===== src/rtl/ioc_pkg.sv =====
package ioc_pkg;
    typedef enum logic [0:0] {
        FLAG_IDLE = 1'b0,
        FLAG_HELD = 1'b1
    } flag_state_e;
endpackage


===== src/rtl/ioc_snapshot.sv =====
module ioc_snapshot #(
    parameter int N = 4
) (
    input  logic         clk,
    input  logic         rst_n,
    input  logic [N-1:0] pin_i,
    input  logic         port_acc_i,
    output logic [N-1:0] snap_o
);
    // Copy follows the pins during reset and on every port access.
    always_ff @(posedge clk) begin
        if (!rst_n || port_acc_i) begin
            snap_o <= pin_i;
        end
    end
endmodule


===== src/rtl/ioc_mismatch.sv =====
module ioc_mismatch #(
    parameter int N = 4
) (
    input  logic [N-1:0] pin_i,
    input  logic [N-1:0] snap_i,
    input  logic [N-1:0] dir_in_i,
    input  logic         en_i,
    output logic         set_o
);
    logic [N-1:0] diff;

    for (genvar g = 0; g < N; g++) begin : g_pin
        // Only input-direction pins take part.
        assign diff[g] = (pin_i[g] ^ snap_i[g]) & dir_in_i[g];
    end

    assign set_o = en_i & (|diff);
endmodule


===== src/rtl/ioc_flag_fsm.sv =====
module ioc_flag_fsm
    import ioc_pkg::*;
(
    input  logic clk,
    input  logic rst_n,
    input  logic set_i,
    input  logic clr_i,
    output logic flag_o
);
    flag_state_e state_q, state_d;

    always_ff @(posedge clk) begin
        if (!rst_n) begin
            state_q <= FLAG_IDLE;
        end else begin
            state_q <= state_d;
        end
    end

    always_comb begin
        state_d = state_q;
        unique case (state_q)
            FLAG_IDLE: if (set_i)           state_d = FLAG_HELD; // detect
            FLAG_HELD: if (clr_i && !set_i) state_d = FLAG_IDLE; // acknowledge
        endcase
    end

    always_comb begin
        flag_o = (state_q == FLAG_HELD);
    end
endmodule


===== src/rtl/ioc_detector.sv =====
module ioc_detector #(
    parameter int N = 4
) (
    input  logic         clk,
    input  logic         rst_n,
    input  logic [N-1:0] pin_i,
    input  logic [N-1:0] dir_in_i,
    input  logic         port_acc_i,
    input  logic         ioc_en_i,
    input  logic         flag_clr_i,
    input  logic         irq_en_i,
    output logic         flag_o,
    output logic         irq_o
);
    logic [N-1:0] snap;
    logic         set_req;

    ioc_snapshot #(.N(N)) u_snap (
        .clk       (clk),
        .rst_n     (rst_n),
        .pin_i     (pin_i),
        .port_acc_i(port_acc_i),
        .snap_o    (snap)
    );

    ioc_mismatch #(.N(N)) u_cmp (
        .pin_i   (pin_i),
        .snap_i  (snap),
        .dir_in_i(dir_in_i),
        .en_i    (ioc_en_i),
        .set_o   (set_req)
    );

    ioc_flag_fsm u_fsm (
        .clk   (clk),
        .rst_n (rst_n),
        .set_i (set_req),
        .clr_i (flag_clr_i),
        .flag_o(flag_o)
    );

    assign irq_o = flag_o & irq_en_i;
endmodule


===== config.mk =====
export PLATFORM = sky130hd
export DESIGN_NAME = ioc_detector
export DESIGN_NICKNAME = d
export VERILOG_FILES = /design/src/rtl/ioc_pkg.sv /design/src/rtl/ioc_snapshot.sv /design/src/rtl/ioc_mismatch.sv /design/src/rtl/ioc_flag_fsm.sv /design/src/rtl/ioc_detector.sv
export SDC_FILE = /design/constraint.sdc
export NUM_CORES = 1
export LEC_CHECK = 0
export ABC_AREA = 1
export BUFFER_PORTS_ARGS = -buffer_cell sky130_fd_sc_hd__buf_2
export CAP_MARGIN = 20
export CORE_AREA = 5 5 42 44
export CTS_CLUSTER_SIZE = 20
export DETAILED_ROUTE_END_ITERATION = 6
export DIE_AREA = 0 0 47 49
export PLACE_DENSITY = 0.44
export REMOVE_ABC_BUFFERS = 1
export SLEW_MARGIN = 20
export SYNTH_ARGS = -nofsm -noshare
export SYNTH_HDL_FRONTEND = slang
export SYNTH_SLANG_ARGS = --single-unit

===== constraint.sdc =====
create_clock -name clk -period 0.9 [get_ports clk]
set_input_delay 0.135 -clock clk [delete_from_list [all_inputs] [get_ports clk]]
set_output_delay 0.135 -clock clk [all_outputs]
set_load 0.05 [all_outputs]

* Word level (Yosys, flattened, before mapping)
Index checks and enable logic that the tools add are counted.
** Operators by class
- Reductions and logical operators :: 5
- Bitwise operators :: 11
- Muxes and demuxes :: 3
** Operators with widths (number)
- bitwise AND 1 bit :: 6
- OR reduction 4 bit :: 1
- XOR 1 bit :: 4
- zero test 1 bit :: 2
- two-way mux 1 bit :: 2
- one-hot mux 1 bit (2 select lines) :: 1
- logical AND 1 bit :: 1
- logical OR 1 bit :: 1
- inverter 1 bit :: 1
** Word-level totals
- Input port bits :: 14
- Output and inout bits :: 2
- Word-level logic and storage cells :: 21
- Flip-flop bits (word level) :: 5

* Longest topological paths before layout
Gate-level depths: netlist (run 1).
- Word-level depth :: 8
- Mapped depth :: 8
- Mapped depth without buffers :: 8

* Hierarchy
Synthesis (run 1) repeated with hierarchy kept, for this count alone.
** Second synthesis, totals
- Cell total of the unflattened synthesis :: 39
- Area, all modules :: 277.8 um2
** By module, submodules not included
- ioc_snapshot :: seq. area each 120.1 um2, times used 1, cells an instance 6, area each 127.6 um2
- ioc_mismatch :: seq. area each 0.0 um2, times used 1, cells an instance 25, area each 98.8 um2
- ioc_flag_fsm :: seq. area each 20.0 um2, times used 1, cells an instance 6, area each 43.8 um2
- ioc_detector :: seq. area each 0.0 um2, times used 1, cells an instance 2, area each 7.5 um2

* Worst setup path after synthesis (run 1)
Ideal clock, no wire load.
- Kind :: reg-to-output
- Start :: reg u_fsm.state_q, in the netlist u_fsm.flag_o
- End :: out irq_o
- Slack :: -0.278 ns
- Data arrival time :: 1.043 ns
- Buffers on the path :: 0
- Stages on the path, launching flop included :: 3
- Data required time :: 0.765 ns
- Path through :: dfxtp_1 > nand2_1 > inv_1
** Between the ends
- Word-level cells in the longest chain between the ends :: 1
** RTL lines
- from (decl) :: line ioc_flag_fsm.sv:10 : flag_state_e state_q, state_d;
- from (signal assigned) :: line ioc_flag_fsm.sv:16 : state_q <= state_d;
- bitwise AND 1 bit :: line ioc_detector.sv:42 : assign irq_o = flag_o & irq_en_i;
- to (decl) :: line ioc_detector.sv:13 : output logic irq_o
Every way passes these cells.

* Worst setup path in the final report (run 1)
Same ends and word-level chain as after synthesis.

==> results.yml, run 1 <==
yosys:
  yosys.area_share.simple_pct: 31.9
  synth_top_family_by_area: "simple AND/OR/NAND/NOR gates"
  synth_compound_area_share_pct: 3.33
  synthAdderAreaFrac_pct: 0
  yosys_warnings: 0
  synth.distinct_cells: 8
  synth-xor-area-share_pct: 0
  syn_area_per_cell_um2: 7.51
  ys_seq_area_share_pct: 53.3
  syn_inst: 35
  synth-seq-cells: 5
  syn_area_um2: 263
  synth_mux_area_share_pct: 0
drt:
  drc: 0
  drtAntennaViolNets: 0
  vias_per_cell: 3.57
  first_iter_violations: 0
  drt_wl_total_um: 543
  detail_route.first_pass.iterations: 1
  routedWlPerCell_um: 7.76
  routed-via-count: 250
global_routing:
  grt_max_degree: 5
  gr-total-overflow: 0
  grt_first_pass_wirelength_um: 869
  antenna_found_initial: 0
  first_global_vias: 228
  track_usage_pct: 5.66
cts:
  clockBufferDepth: 2
  cts_sinks: 5
  htree_levels: 1
  insertion_delay_ps: 240
  cts_buffers: 3
  cts_tree: "done"
  cts-hold-fix-buffers: 0
  path_clk_slew_ps: 50
  root_buffer: "clkbuf_4"
hold_path:
  hold_path_class: "input pin to register"
sta:
  hold_viol_final: 0
  min_period_ps: 967
  slew_violations: 0
  max_freq_mhz: 1030
  worst_pin_slew_ps: 147
  min_period_over_period_pct: 107
  worst_slack_ps: -67.2
  grt_setup_unrepaired: "yes"
  fin_skew_ps: 3.69
  finalSetupViolCount: 3
  relSlewSlack_pct: 90.3
  setup_tns_ps: -84.0
power:
  p_per_area_mw_per_mm2: 1670
  vdd_ir_drop_max_uv: 633
  leakage_nw: 0.223
  p_total_w: 0.000657
worst_setup_path:
  startpoint_type: "register"
  arrival_ps: 830
  path_cells: "nand2_1 > inv_1 > buf_6"
  crit_family: "flip-flops"
  critical_path_class: "register to output pin"
  max_stage_delay_ps: 340
  required_ps: 760
  end_kind: "output pin"
  cp_max_fo: 3
  critPathSlowestCell: "dfxtp_2"
  rrSetupSlack_ps: -10
  worst-path-buf-inv: 2
floorplan:
  core-area_mm2: 0.00140
  start_util_pct: 18.8
  die_h_um: 49
  die_area_mm2: 0.00230
  die_x_um: 47
  ios: 16
  rows: 14
outcome:
  violations: "setup timing"
  status: "finished with violations"
placement:
  dp_hpwl_um: 459
  post_dp_cell_area_um2: 358
  portBuffers: 15
  globalplace.congestion: 0.613
layout:
  drive_above_1_share_pct: 38.9
  syn_to_final_growth_pct: 50.0
  nNetsFinal: 69
  antennaDiodeCount: 0
  fillers: 168
  final_cell_area_um2: 394
  final_cell_mix: "nand2_1, buf_2, inv_1"
run:
  cap_viol_max_count: 0
[metal layers]
metal,part of all wire [%],wire (um),vias to the layer above,GRT usage [%]
met1,47,254,98,7.59
met5,0,0,-,0
met4,0,0,0,5.53
li1,-,-,142,-
met3,9.8,53,0,2.95
met2,43,236,10,5.88
[synthesized netlist by cell type]
cell       n  share of area [%]
nor2_1     5                7.1
edfxtp_1   4                 46
a21oi_2    1                3.3
inv_1      8                 11
dfxtp_1    1                7.6
nand3_1    2                3.8
nand2_1   13                 19
or2_2      1                2.4
[final timing paths]
path,startpoint,end,cells past startpoint
worst min-delay path,pin_i[1],u_snap.snap_o[1]$_DFFE_PP_,1
worst max register to register,u_snap.snap_o[3]$_DFFE_PP_,u_fsm.flag_o$_SDFF_PN0_,6
worst max-delay path,u_fsm.flag_o$_SDFF_PN0_,irq_o,3
worst min register to register,u_fsm.flag_o$_SDFF_PN0_,u_fsm.flag_o$_SDFF_PN0_,2
[area by class of cell]
| type | count | area, um^2 | share of cell area [%] |
|---|---|---|---|
| flip-flops and latches | 5 | 141 | 35.9 |
| multi-input cells | 22 | 92.6 | 23.5 |
| repair buffers | 15 | 83.8 | 21.3 |
| inverters | 8 | 30.0 | 7.62 |
| clock buffers | 4 | 26.3 | 6.67 |
| well taps | 16 | 20.0 | 5.08 |
[per-stage QoR]
step	util, %	worst slack (ps)	instances	hold WS (ps)
2_1_floorplan	-	-278	35	234
3_3_place_gp	25.5	-15.5	66	346
3_5_place_dp	25.5	-41.7	66	345
4_1_cts	28.1	-78.6	70	91.1
5_1_grt	28.1	-128	70	84.1
6_report	28.1	-67.2	70	101
[registers in the layout, indices dropped and copies added (netlist names)]
register       count
u_snap.snap_o      4
u_fsm.flag_o       1
[cells by family after synthesis]
logic type | Yosys count
AOI/OAI and AO/OA | 1
DFF | 5
buffers and inverters | 8
and+or+nand+nor | 21
[what timing repair did]
item | CTS | global route
setup endpoints to repair | 3 | 3
pin swaps | 4 | 0
resized for setup | 4 | 0
buffers inserted | 0 | 0
[power breakdown]
group	switching [W]	total (W)	leakage (nW)	internal (W)
Combinational	0.0000651	0.000116	0.158	0.0000509
Clock	0.0000892	0.000257	0.0150	0.000167
Sequential	0.0000105	0.000285	0.0494	0.000274
Total	0.000165	0.000657	0.223	0.000493
No activity file was read; power rests on OpenSTA's default activity.
==> run 2: changes to the inputs <==
--- a/config.mk
+++ b/config.mk
@@ -5,14 +5,14 @@
 export SDC_FILE = /design/constraint.sdc
 export NUM_CORES = 1
 export LEC_CHECK = 0
-export ABC_AREA = 1
+export ABC_AREA = 0
 export BUFFER_PORTS_ARGS = -buffer_cell sky130_fd_sc_hd__buf_2
 export CAP_MARGIN = 20
 export CORE_AREA = 5 5 42 44
 export CTS_CLUSTER_SIZE = 20
 export DETAILED_ROUTE_END_ITERATION = 6
 export DIE_AREA = 0 0 47 49
-export PLACE_DENSITY = 0.44
+export PLACE_DENSITY = 0.41
 export REMOVE_ABC_BUFFERS = 1
 export SLEW_MARGIN = 20
 export SYNTH_ARGS = -nofsm -noshare
==> run 2 against run 1 <==
The run still ends with setup timing left. First-iteration DRC count rose by 3. Sequential power barely moved. Combinational power increased by 6%. Register-to-register slack worse by 190 ps. Routed wire length rose by 2.2%. Worst setup slack got worse by 130 ps. Clock-buffer cell count is the same. Die area unchanged.
==> results.yml, run 2 <==
sta:
  relSlewSlack_pct: 85.3
  hold_viol_final: 0
  min_period_over_period_pct: 122
  grt_setup_unrepaired: "yes"
  worst_slack_ps: -197
  max_freq_mhz: 912
  finalSetupViolCount: 3
  fin_skew_ps: 1.42
  min_period_ps: 1100
  worst_pin_slew_ps: 220
  fin_hold_ws_ps: 92.0
  slew_violations: 0
yosys:
  syn_area_per_cell_um2: 14.2
  syn_inst: 16
  synth-seq-cells: 5
  syn_area_um2: 228
  yosysTopAreaCellShare_pct: 52.7
  ys_seq_area_share_pct: 61.5
  synth_common_cells: "edfxtp_1, xor2_1"
  synth_top_cell_by_area: "edfxtp_1"
  synth_edf_count: 4
  synth.distinct_cells: 10
  yosys_warnings: 0
  synth-async-reset-ratio_pct: 0
  yosys_most_used_dff: "edfxtp_1"
  synth_area_leaders: "edfxtp_1, xor2_1, dfxtp_1"
cts:
  root_buffer: "clkbuf_4"
  cts_buffers: 3
  clockBufferDepth: 2
  path_clk_slew_ps: 50
  cts_sinks: 5
  htree_levels: 1
  cts-hold-fix-buffers: 0
  cts_tree: "done"
  insertion_delay_ps: 240
layout:
  antennaDiodeCount: 0
  largest_reg_flops: 4
  final_cell_area_um2: 362
  fin_util_pct: 25.8
  final_cells: 51
  syn_to_final_growth_pct: 58.8
  largest_register: "u_snap.snap_o"
  nNetsFinal: 50
  drive_above_1_share_pct: 54.3
  final_common_cell: "buf_2"
  final_cell_mix: "buf_2, xor2_1, edfxtp_1"
drt:
  drc: 0
  routed-via-count: 194
  first_iter_violations: 3
  routedWlPerCell_um: 10.9
  drt_wl_total_um: 555
  drtAntennaViolNets: 0
  vias_per_cell: 3.80
  detail_route.first_pass.iterations: 3
power:
  p_total_w: 0.000679
  share_comb_of_total_power_pct: 18.1
  p_sw_share_pct: 26.0
  p_int_w: 0.000502
  vdd_ir_drop_max_uv: 379
  seqPwrFrac_pct: 41.9
  leakage_nw: 0.162
  clkPwrFrac_pct: 40.0
  p_switching_w: 0.000177
  p_per_area_mw_per_mm2: 1880
floorplan:
  die_h_um: 49
  die_area_mm2: 0.00230
  core-area_mm2: 0.00140
  die_x_um: 47
  ios: 16
  rows: 14
  start_util_pct: 16.2
outcome:
  violations: "setup timing"
  status: "finished with violations"
worst_setup_path:
  max_stage_delay_ps: 370
  arrival_ps: 1230
  critical_path_class: "register to register"
  path_cells: "xor2_1 > a22o_1 > a221oi_2 > o21ai_1"
  end_kind: "register"
  cp_max_fo: 1
  required_ps: 1030
  critPathSlowestCell: "edfxtp_1"
  startpoint_type: "register"
placement:
  portBuffers: 15
  globalplace.congestion: 0.781
  post_dp_cell_area_um2: 323
  placed_cells: 47
global_routing:
  track_usage_pct: 5.31
  grt_first_pass_wirelength_um: 800
  grt_max_degree: 5
  gr-total-overflow: 0
  first_global_vias: 209
  antenna_found_initial: 0
run:
  cap_viol_max_count: 0
hold_path:
  hold_path_class: "input pin to register"
-- run 2: power groups by stage --
stage,sequential (W),clock (W),combinational [W]
after CTS,0.000285,0.000285,0.000125
after detailed placement,0.000288,0,0.000115
after floorplan,0.000303,0,0.0000524
after global routing,0.000287,0.000287,0.000133
after global placement,0.000287,0,0.000113
final,0.000285,0.000272,0.000123
-- run 2: per-stage QoR --
stage | TNS (ps) | worst slack (ps)
detailed placement | -262 | -262
finish | -338 | -197
global route | -480 | -272
floorplan | -561 | -362
global placement | -222 | -222
CTS | -395 | -215
-- run 2: final timing paths --
kind	from	endpoint	slack (ps)	cells past startpoint
worst max-delay path	u_snap.snap_o[0]$_DFFE_PP_	u_fsm.flag_o$_SDFF_PN0_	-200	4
worst max register to register	u_snap.snap_o[0]$_DFFE_PP_	u_fsm.flag_o$_SDFF_PN0_	-200	4
worst min register to register	u_fsm.flag_o$_SDFF_PN0_	u_fsm.flag_o$_SDFF_PN0_	510	2
worst min-delay path	pin_i[0]	u_snap.snap_o[0]$_DFFE_PP_	90	1
-- run 2: cells by family after synthesis --
kind of cell / after synthesis / synth area share (%)
AO/OA/AOI/OAI: 3 / 12.6
AND/OR/NAND/NOR: 4 / 10.4
XOR/XNOR: 4 / 15.4
flip-flops: 5 / 61.5
-- run 2: what timing repair did --
item                       in CTS  in global routing
setup buffers                   0                  0
setup endpoints to repair       3                  3
gates resized for setup         4                  0
pin swaps                       3                  0
-- run 2: layout make-up --
cell class	count	area (um^2)
Timing Repair Buffer	15	87.6
Multi-Input combinational cell	11	87.6
Tap cell	16	20.0
Fill cell	158	1040
Sequential cell	5	140
Clock buffer	4	26.3
-- run 2: worst max-delay path: cells and delay by family, from the launching register on --
kind	cells	cell delay [ps]
AO/OA/AOI/OAI	3	470
flip-flops	1	370
XOR/XNOR	1	150
-- run 2: metal layers --
metal / wire [um] / track usage (%) / vias up
met5: 0 / 0 / -
met4: 0 / 6.91 / 0
met3: 108 / 2.95 / 0
met2: 205 / 5.88 / 15
met1: 240 / 5.80 / 82
li1: - / - / 97
==> run 3: changes to the inputs <==
--- a/config.mk
+++ b/config.mk
@@ -8,11 +8,13 @@
 export ABC_AREA = 0
 export BUFFER_PORTS_ARGS = -buffer_cell sky130_fd_sc_hd__buf_2
 export CAP_MARGIN = 20
+export CELL_PAD_IN_SITES_DETAIL_PLACEMENT = 1
+export CELL_PAD_IN_SITES_GLOBAL_PLACEMENT = 1
 export CORE_AREA = 5 5 42 44
 export CTS_CLUSTER_SIZE = 20
 export DETAILED_ROUTE_END_ITERATION = 6
 export DIE_AREA = 0 0 47 49
-export PLACE_DENSITY = 0.41
+export PLACE_DENSITY = 0.52
 export REMOVE_ABC_BUFFERS = 1
 export SLEW_MARGIN = 20
 export SYNTH_ARGS = -nofsm -noshare
==> run 3 against run 2 <==
The run still ends with setup timing left. Clock skew about the same. Via count up 0.52%. Flip-flop and latch count unchanged. Hold slack better by 4.0 ps. Non-clock buffer count unchanged. Critical endpoint unchanged. Largest cell class unchanged.
==> results.yml, run 3 (synthesized netlist as in run 2, its figures left out) <==
outcome:
  status: "finished with violations"
  violations: "setup timing"
global_routing:
  antenna_found_initial: 0
  gr-total-overflow: 0
  first_global_vias: 221
  track_usage_pct: 6.09
  grt_max_degree: 5
  grt_first_pass_wirelength_um: 924
placement:
  place_ws_ps: -259
  portBuffers: 15
  globalplace.congestion: 0.770
worst_setup_path:
  critical_path_class: "register to register"
  r2r_cells: 4
  critPathSlowestCell: "edfxtp_1"
  path_cells: "xor2_1 > a22o_1 > a221oi_2 > o21ai_1"
  arrival_ps: 1240
  crit_start: "u_snap.snap_o[0]$_DFFE_PP_"
  max_stage_delay_ps: 370
  crit_family: "compound AO/OA/AOI/OAI gates"
  cp_max_fo: 1
  rrSetupSlack_ps: -210
  startpoint_type: "register"
  end_kind: "register"
  worst-path-buf-inv: 0
  setup.worst_path.end: "u_fsm.flag_o$_SDFF_PN0_"
  r2r_end: "u_fsm.flag_o$_SDFF_PN0_"
  r2r-start: "u_snap.snap_o[0]$_DFFE_PP_"
  crit_cells: 4
  required_ps: 1020
sta:
  grt_setup_unrepaired: "yes"
  finalSetupViolCount: 2
  max_freq_mhz: 899
  fin_skew_ps: 1.42
  slew_violations: 0
  min_period_ps: 1110
  min_period_over_period_pct: 124
  relSlewSlack_pct: 86.0
  hold_viol_final: 0
  worst_pin_slew_ps: 210
  worst_slack_ps: -212
floorplan:
  die_h_um: 49
  rows: 14
  die_x_um: 47
  start_util_pct: 16.2
  die_area_mm2: 0.00230
  ios: 16
  core-area_mm2: 0.00140
drt:
  drtAntennaViolNets: 0
  first_iter_violations: 0
  vias_per_cell: 3.82
  drc: 0
  routed-via-count: 195
  drt_wl_total_um: 594
  detail_route.first_pass.iterations: 1
  routedWlPerCell_um: 11.6
hold_path:
  whs_path_depth: 1
  hold_path_class: "input pin to register"
power:
  p_per_area_mw_per_mm2: 1850
  leakage_nw: 0.162
  p_total_w: 0.000669
  vdd_ir_drop_max_uv: 743
layout:
  largest_reg_flops: 4
  fin_util_pct: 25.8
  multiInputGateArea_um2: 87.6
  final_common_cell: "buf_2"
  antennaDiodeCount: 0
  regArea_um2: 140
  drive_above_1_share_pct: 54.3
  nNetsFinal: 50
  final_cell_mix: "buf_2, xor2_1, edfxtp_1"
  largest_register: "u_snap.snap_o"
  fillers: 182
  syn_to_final_growth_pct: 58.8
cts:
  root_buffer: "clkbuf_4"
  cts_sinks: 5
  insertion_delay_ps: 240
  htree_levels: 1
  cts_buffers: 3
  path_clk_slew_ps: 50
  cts-hold-fix-buffers: 0
  clockBufferDepth: 2
  cts_tree: "done"
run:
  cap_viol_max_count: 0
==> run 3: layout make-up <==
| type | instances | share of cell area (%) |
|---|---|---|
| Clock buffer | 4 | 7.27 |
| Timing Repair Buffer | 15 | 24.2 |
| Sequential cell | 5 | 38.8 |
| Multi-Input combinational cell | 11 | 24.2 |
| Tap cell | 16 | 5.54 |
==> run 3: layer usage <==
layer,up-vias,GRT usage [%],wire [um]
li1,98,-,-
met1,79,7.37,252
met2,16,6.79,214
met3,2,2.95,118
met4,0,6.91,8
met5,-,0,0
==> run 3: how the worst min path moves through the flow <==
stage / startpoint / to / slack, ps
6_report: pin_i[0] / u_snap.snap_o[0]$_DFFE_PP_ / 100
5_1_grt: pin_i[0] / u_snap.snap_o[0]$_DFFE_PP_ / 90
4_1_cts: pin_i[0] / u_snap.snap_o[0]$_DFFE_PP_ / 80
3_5_place_dp: pin_i[0] / u_snap.snap_o[0]$_DFFE_PP_ / 340
3_3_place_gp: pin_i[3] / u_snap.snap_o[3]$_DFFE_PP_ / 340
2_1_floorplan: pin_i[0] / u_snap.snap_o[0]$_DFFE_PP_ / 230
==> run 3: through the flow <==
stage | hold WS, ps | setup TNS, ps | cells | cell area [um^2]
5_1_grt | 87.8 | -523 | 51 | 362
4_1_cts | 82.0 | -399 | 51 | 362
2_1_floorplan | 234 | -561 | 16 | 228
6_report | 96.0 | -346 | 51 | 362
3_5_place_dp | 341 | -259 | 47 | 323
3_3_place_gp | 339 | -221 | 47 | 323
==> run 3: report_power, final <==
group	total (W)	internal, W	switching [W]
registers	0.000285	0.000274	0.0000111
clock network	0.000261	0.000168	0.0000929
logic	0.000123	0.0000599	0.0000630
total	0.000669	0.000502	0.000167
==> run 3: what timing repair did <==
| item | in CTS | in global routing |
|---|---|---|
| gates cloned | 0 | 0 |
| resized for setup | 4 | 0 |
| endpoints found under the setup margin | 3 | 3 |
| pin swaps | 3 | 2 |
| buffers inserted | 0 | 0 |
